==> src/rtl/sf_status_seq.sv <==
module sf_status_seq #(
  parameter int SYS_HZ     = 125_000_000,
  parameter int SCK_MAX_HZ = 20_000_000,
  parameter int TMO_CYC    = SYS_HZ / 1000 * 15
) (
  input  logic        clk,
  input  logic        rst_n,
  input  logic        wr_start,
  input  logic [7:0]  wr_value,
  input  logic        rd_start,
  input  logic [23:0] rd_addr,
  output logic        busy,
  output logic        wr_done,
  output logic        wr_err,
  output logic        rd_valid,
  output logic [7:0]  rd_data,
  output logic        sck,
  output logic        cs_n,
  output logic        mosi,
  input  logic        miso
);

  localparam int HALF = (SYS_HZ + 2 * SCK_MAX_HZ - 1) / (2 * SCK_MAX_HZ);
  localparam int CW   = $clog2(2 * HALF + 1);
  localparam int TW   = $clog2(TMO_CYC + 1);

  typedef enum logic [1:0] {ST_IDLE, ST_SHIFT, ST_GAP} st_t;
  typedef enum logic [1:0] {C_WREN, C_WRSR, C_RDSR, C_READ} cmd_t;
  localparam logic [1:0] EV_NONE = 2'd0, EV_DONE = 2'd1, EV_ERR = 2'd2, EV_RD = 2'd3;

  st_t         st;
  cmd_t        cmd, nxt;
  logic        more;
  logic [1:0]  ev;
  logic [CW-1:0] cnt;
  logic [5:0]  bits;
  logic [39:0] tx;
  logic [7:0]  rx, wval;
  logic [23:0] addr;
  logic [TW-1:0] tmo;
  logic        tick;

  assign tick = (cnt == CW'(HALF - 1));
  assign busy = (st != ST_IDLE);
  assign mosi = tx[39];

  function automatic logic [39:0] frame(cmd_t c, logic [7:0] v, logic [23:0] a);
    case (c)
      C_WREN:  frame = {8'h06, 32'h0};
      C_WRSR:  frame = {8'h01, v, 24'h0};
      C_RDSR:  frame = {8'h05, 32'h0};
      default: frame = {8'h03, a, 8'h0};
    endcase
  endfunction

  function automatic logic [5:0] nbits(cmd_t c);
    case (c)
      C_WREN:  nbits = 6'd8;
      C_READ:  nbits = 6'd40;
      default: nbits = 6'd16;
    endcase
  endfunction

  always_ff @(posedge clk or negedge rst_n) begin
    if (!rst_n) begin
      st <= ST_IDLE; cmd <= C_WREN; nxt <= C_WREN; more <= 1'b0; ev <= EV_NONE;
      cnt <= '0; bits <= '0; tx <= '0; rx <= '0; wval <= '0; addr <= '0; tmo <= '0;
      sck <= 1'b0; cs_n <= 1'b1; rd_data <= '0;
      wr_done <= 1'b0; wr_err <= 1'b0; rd_valid <= 1'b0;
    end else begin
      wr_done <= 1'b0; wr_err <= 1'b0; rd_valid <= 1'b0;
      if (cmd == C_RDSR && st != ST_IDLE && tmo != TW'(TMO_CYC)) tmo <= tmo + 1'b1;
      case (st)
        ST_IDLE: begin
          if (wr_start) begin
            wval <= wr_value; cmd <= C_WREN; tx <= frame(C_WREN, wr_value, addr);
            bits <= nbits(C_WREN); cs_n <= 1'b0; cnt <= '0; st <= ST_SHIFT;
          end else if (rd_start) begin
            addr <= rd_addr; cmd <= C_READ; tx <= frame(C_READ, wval, rd_addr);
            bits <= nbits(C_READ); cs_n <= 1'b0; cnt <= '0; st <= ST_SHIFT;
          end
        end
        ST_SHIFT: begin
          if (!tick) cnt <= cnt + 1'b1;
          else begin
            cnt <= '0;
            if (!sck) begin
              sck <= 1'b1;
              rx  <= {rx[6:0], miso};
            end else begin
              sck <= 1'b0;
              if (bits != 6'd1) begin
                bits <= bits - 1'b1;
                tx   <= {tx[38:0], 1'b0};
              end else begin
                cs_n <= 1'b1; st <= ST_GAP; more <= 1'b0; ev <= EV_NONE;
                case (cmd)
                  C_WREN: begin more <= 1'b1; nxt <= C_WRSR; end
                  C_WRSR: begin more <= 1'b1; nxt <= C_RDSR; tmo <= '0; end
                  C_RDSR: begin
                    if (!rx[0]) ev <= EV_DONE;
                    else if (tmo == TW'(TMO_CYC)) ev <= EV_ERR;
                    else begin more <= 1'b1; nxt <= C_RDSR; end
                  end
                  default: begin ev <= EV_RD; rd_data <= rx; end
                endcase
              end
            end
          end
        end
        ST_GAP: begin
          if (cnt != CW'(2 * HALF - 1)) cnt <= cnt + 1'b1;
          else begin
            cnt <= '0;
            if (more) begin
              cmd <= nxt; tx <= frame(nxt, wval, addr); bits <= nbits(nxt);
              cs_n <= 1'b0; st <= ST_SHIFT;
            end else begin
              st       <= ST_IDLE;
              wr_done  <= (ev == EV_DONE);
              wr_err   <= (ev == EV_ERR);
              rd_valid <= (ev == EV_RD);
            end
          end
        end
        default: st <= ST_IDLE;
      endcase
    end
  end


  sck_idle_low_chk: assert property (@(posedge clk) disable iff (!rst_n) cs_n |-> !sck);


  idle_cs_high_chk: assert property (@(posedge clk) disable iff (!rst_n) !busy |-> cs_n);


  single_event_chk: assert property (@(posedge clk) disable iff (!rst_n)
    $onehot0({wr_done, wr_err, rd_valid}));


  busy_cause_chk: assert property (@(posedge clk) disable iff (!rst_n)
    $rose(busy) |-> $past(wr_start || rd_start));

  if (HALF > 1) begin : g_hold

    sck_hold_chk: assert property (@(posedge clk) disable iff (!rst_n)
      ($rose(sck) || $fell(sck)) |=> $stable(sck));
  end

endmodule

==> config.mk <==
export PLATFORM = sky130hd
export DESIGN_NAME = sf_status_seq
export DESIGN_NICKNAME = d
export VERILOG_FILES = /design/src/rtl/sf_status_seq.sv
export SDC_FILE = /design/constraint.sdc
export NUM_CORES = 1
export LEC_CHECK = 0
export CAP_MARGIN = 20
export CORE_AREA = 10 10 127 129
export CTS_CLUSTER_SIZE = 30
export DETAILED_ROUTE_END_ITERATION = 7
export DIE_AREA = 0 0 137 139
export GPL_ROUTABILITY_DRIVEN = 0
export PLACE_DENSITY = 0.62
export SLEW_MARGIN = 30
export SYNTH_ARGS = -nofsm -noshare
export SYNTH_HDL_FRONTEND = slang
export SYNTH_SLANG_ARGS = --single-unit
export TNS_END_PERCENT = 100
==> constraint.sdc <==
create_clock -name clk -period 2.6 [get_ports clk]
set_input_delay 0.39 -clock clk [delete_from_list [all_inputs] [get_ports clk]]
set_output_delay 0.39 -clock clk [all_outputs]
set_load 0.005 [all_outputs]
==> flow_metrics.py <==
metrics = {
    "timing": {
        "finalSetupTns_ps": 0,
        "finalHoldViolCount": 0,
        "fin_crit_sh_pct": 88.6,
        "max_slew_margin_pct": 56.6,
        "fin_skew_ps": 8.08,
        "fmax_mhz": 434,
        "slew_viol_final": 0,
        "holdWs_ps": 452,
        "period_needed_ps": 2300,
        "grt_setup_unrepaired": "false",
        "finalSetupViolations": 0,
        "tightest_slew_ps": 650,
        "fin_ws_ps": 297,
    },
    "yosys": {
        "synth.avg_cell_area_um2": 11.0,
        "postSynthCellCount": 546,
        "async_reset_ff_share_pct": 100,
        "ys_warn_count": 0,
        "synthesis.nets": 601,
        "synth_edf_count": 0,
        "synthFlopType": "dfrtp_1",
        "syn_area_um2": 6020,
        "ys_types": 54,
        "synth-seq-area-share_pct": 52.0,
        "yosys-top-cells-area": "dfrtp_1 (52%), mux2_2 (9.5%), ha_1 (3.7%)",
        "synth-seq-cells": 125,
        "synth_top_cell_by_area": "dfrtp_1",
        "synth_top_area_share_pct": 51.6,
    },
    "floorplan": {
        "boundaryPins": 52,
        "die_h_um": 139,
        "core_area_um2": 13700,
        "rows": 43,
        "start_util_pct": 44.0,
        "die_area_um2": 19000,
        "fp.dieW_um": 137,
    },
    "power_and_ir_drop": {
        "peakVddDrop_uv": 651,
        "fin_total_pwr_mw": 7.91,
        "powerDensity_nw_per_um2": 1060,
        "p_switching_mw": 2.46,
        "internal-power_mw": 5.45,
        "power_frac_clock_pct": 34.9,
        "pwr-share-seq_pct": 36.4,
        "combPwrFrac_pct": 28.7,
        "p_leak_nw": 3.32,
        "switching_share_pct": 31.1,
    },
    "global_route": {
        "grt_pass1_wl_um": 22500,
        "grt_max_degree": 62,
        "grt_antenna_before_repair": 0,
        "grt_use_total_pct": 14.5,
        "grt_pass1_vias": 4563,
        "overflow": 0,
    },
    "clocking": {
        "cts_num_sinks": 125,
        "path_clk_slew_ps": 50,
        "clockRootBuffer": "clkbuf_16",
        "numCtsBuffers": 17,
        "htreeDepth": 4,
        "insertion_delay_ps": 410,
        "cts_buffer_depth": 2,
        "cts_tree": "done",
    },
    "setup_path": {
        "required_ps": 2900,
        "regToRegSetupSlack_ps": 300,
        "arrival_ps": 2610,
        "r2r-start": "st[0]",
        "critPathMaxFanout": 52,
        "crit_start": "st[0]",
        "critPathCaptureType": "flop",
        "setup.worst_path.class": "reg -> reg",
        "cp-start-kind": "flop",
    },
    "placed_design": {
        "dp_worst_setup_slack_ps": 267,
        "dp_hpwl_um": 9110,
        "io_buffer_count": 51,
        "post_dp_cell_area_um2": 6790,
        "dp_cells": 766,
    },
    "finish": {
        "area_growth_pct": 24.5,
        "antenna_cells": 0,
        "utilization_pct": 54.8,
        "layout.cells.non_filler": 798,
        "nets": 661,
        "drive_gt1_share_pct": 18.3,
        "finalInstanceArea_um2": 7490,
    },
    "flow_run": {
        "maxCapViolations": 0,
    },
    "route": {
        "wl_um": 13200,
        "via_count": 4427,
        "drt_iter0_drc": 419,
        "wl_per_cell_um": 16.6,
        "ant_nets": 0,
        "dr.pass1.iters": 6,
        "drc_errors": 0,
        "route.detailed.vias_per_inst": 5.55,
    },
    "min_path": {
        "hp-start": "ev[1]",
        "hold_class": "reg -> reg",
    },
    "status": {
        "status": "completed",
    },
}
==> final timing paths <==
path | cells after the start | endpoint
setup / recovery | 8 | tx[27]
hold / removal | 1 | wr_done
setup reg to reg | 8 | tx[27]
hold reg to reg | 1 | wr_done
max in group asynchronous | 3 | addr[7]
min in group asynchronous | 2 | tmo[20]
==> critical path, stage by stage, from the launching register on <==
cell and delay, ps:
dfrtp_1 410, inv_1 100, ha_1 320, nor3b_1 590, a2111oi_2 130, nand3_2 160, buf_12 230, a21oi_1 70
a21o_1 160
==> sequential cells by signal, indices dropped and copies added, names as in the netlist, 2 cells and up <==
signal / flops
tmo: 21
bits: 6
st: 2
cmd: 2
rx: 8
rd_data: 8
addr: 24
tx: 32
cnt: 4
wval: 8
ev: 2
nxt: 2
==> logic make-up after synthesis <==
group / after synthesis / synth area share, %
AND/OR/NAND/NOR: 172 / 15.0
flip-flops: 125 / 52.0
AO/OA/AOI/OAI: 110 / 13.0
multiplexers: 54 / 10.0
buffers and inverters: 45 / 3.04
XOR/XNOR: 22 / 3.20
adder cells (fa/ha/maj): 18 / 3.74
==> area by class of cell <==
type / instances / area [µm²]
tap: 180 / 225
timing repair buffer: 69 / 671
fill: 1171 / 6170
sequential: 125 / 3130
clock buffer: 19 / 453
inverter: 17 / 63.8
multi-input combinational: 376 / 2710
clock inverter: 12 / 240
==> synthesized netlist by cell type, drive strengths merged, types with 3 or more instances <==
cell type and number:
dfrtp 124, nand2 56, mux2 51, nor2 37, o21ai 36, a222oi 19, ha 18, inv 17
a21oi 16, clkbuf 15, buf 13, nor3 13, xnor2 13, a22o 10, nand3 10, nor4 9
xor2 9, nand4 8, a21o 7, nor2b 6, or3 6, and2 5, and3 5, a32o 4
a211oi 3, mux2i 3, nor3b 3, nor4bb 3
==> timing repair <==
action	in CTS	in global routing
buffers inserted	0	0
setup endpoints to repair	0	0
hold buffers	1	0
hold endpoints to repair	34	0
gates resized for setup	0	0
==> placed cells by master (no fill, tap or decap), drive strengths merged, types with 3 or more instances in the layout <==
cell           synthesis  final
clkdlybuf4s50          0     50
nand4                  8      8
a22o                  10     10
nor2b                  6      6
mux2                  51     51
xor2                   9      9
nor4bb                 3      3
o21ai                 36     36
a21oi                 16     16
nand3                 10     10
and2                   5      5
nand2                 56     56
and3                   5      5
or3                    6      6
a32o                   4      4
buf                   13     18
clkbuf                15     19
a222oi                19     19
ha                    18     18
clkinv                 0      3
a211oi                 3      3
a21o                   7      7
bufinv                 0      7
inv                   17     17
nor4                   9      9
nor2                  37     37
dfrtp                124    124
mux2i                  3      3
nor3b                  3      3
xnor2                 13     13
nor3                  13     13
==> per-layer routing <==
| metal | global-route usage [%] | part of all wire (%) |
|---|---|---|
| met1 | 18.0 | 44 |
| met2 | 23.5 | 49 |
| met3 | 4.35 | 5.2 |
| met4 | 4.33 | 1.7 |
| met5 | 0 | 0 |
==> power by group through the flow <==
stage / logic [mW] / registers, mW / clock network [mW]
6_report: 2.27 / 2.88 / 2.76
5_1_grt: 2.55 / 2.95 / 2.90
4_1_cts: 2.29 / 2.87 / 2.80
3_5_place_dp: 2.27 / 2.90 / 0
3_3_place_gp: 2.21 / 2.88 / 0
2_1_floorplan: 1.63 / 2.79 / 0
Note: power is estimated with default switching activity, not from simulation.
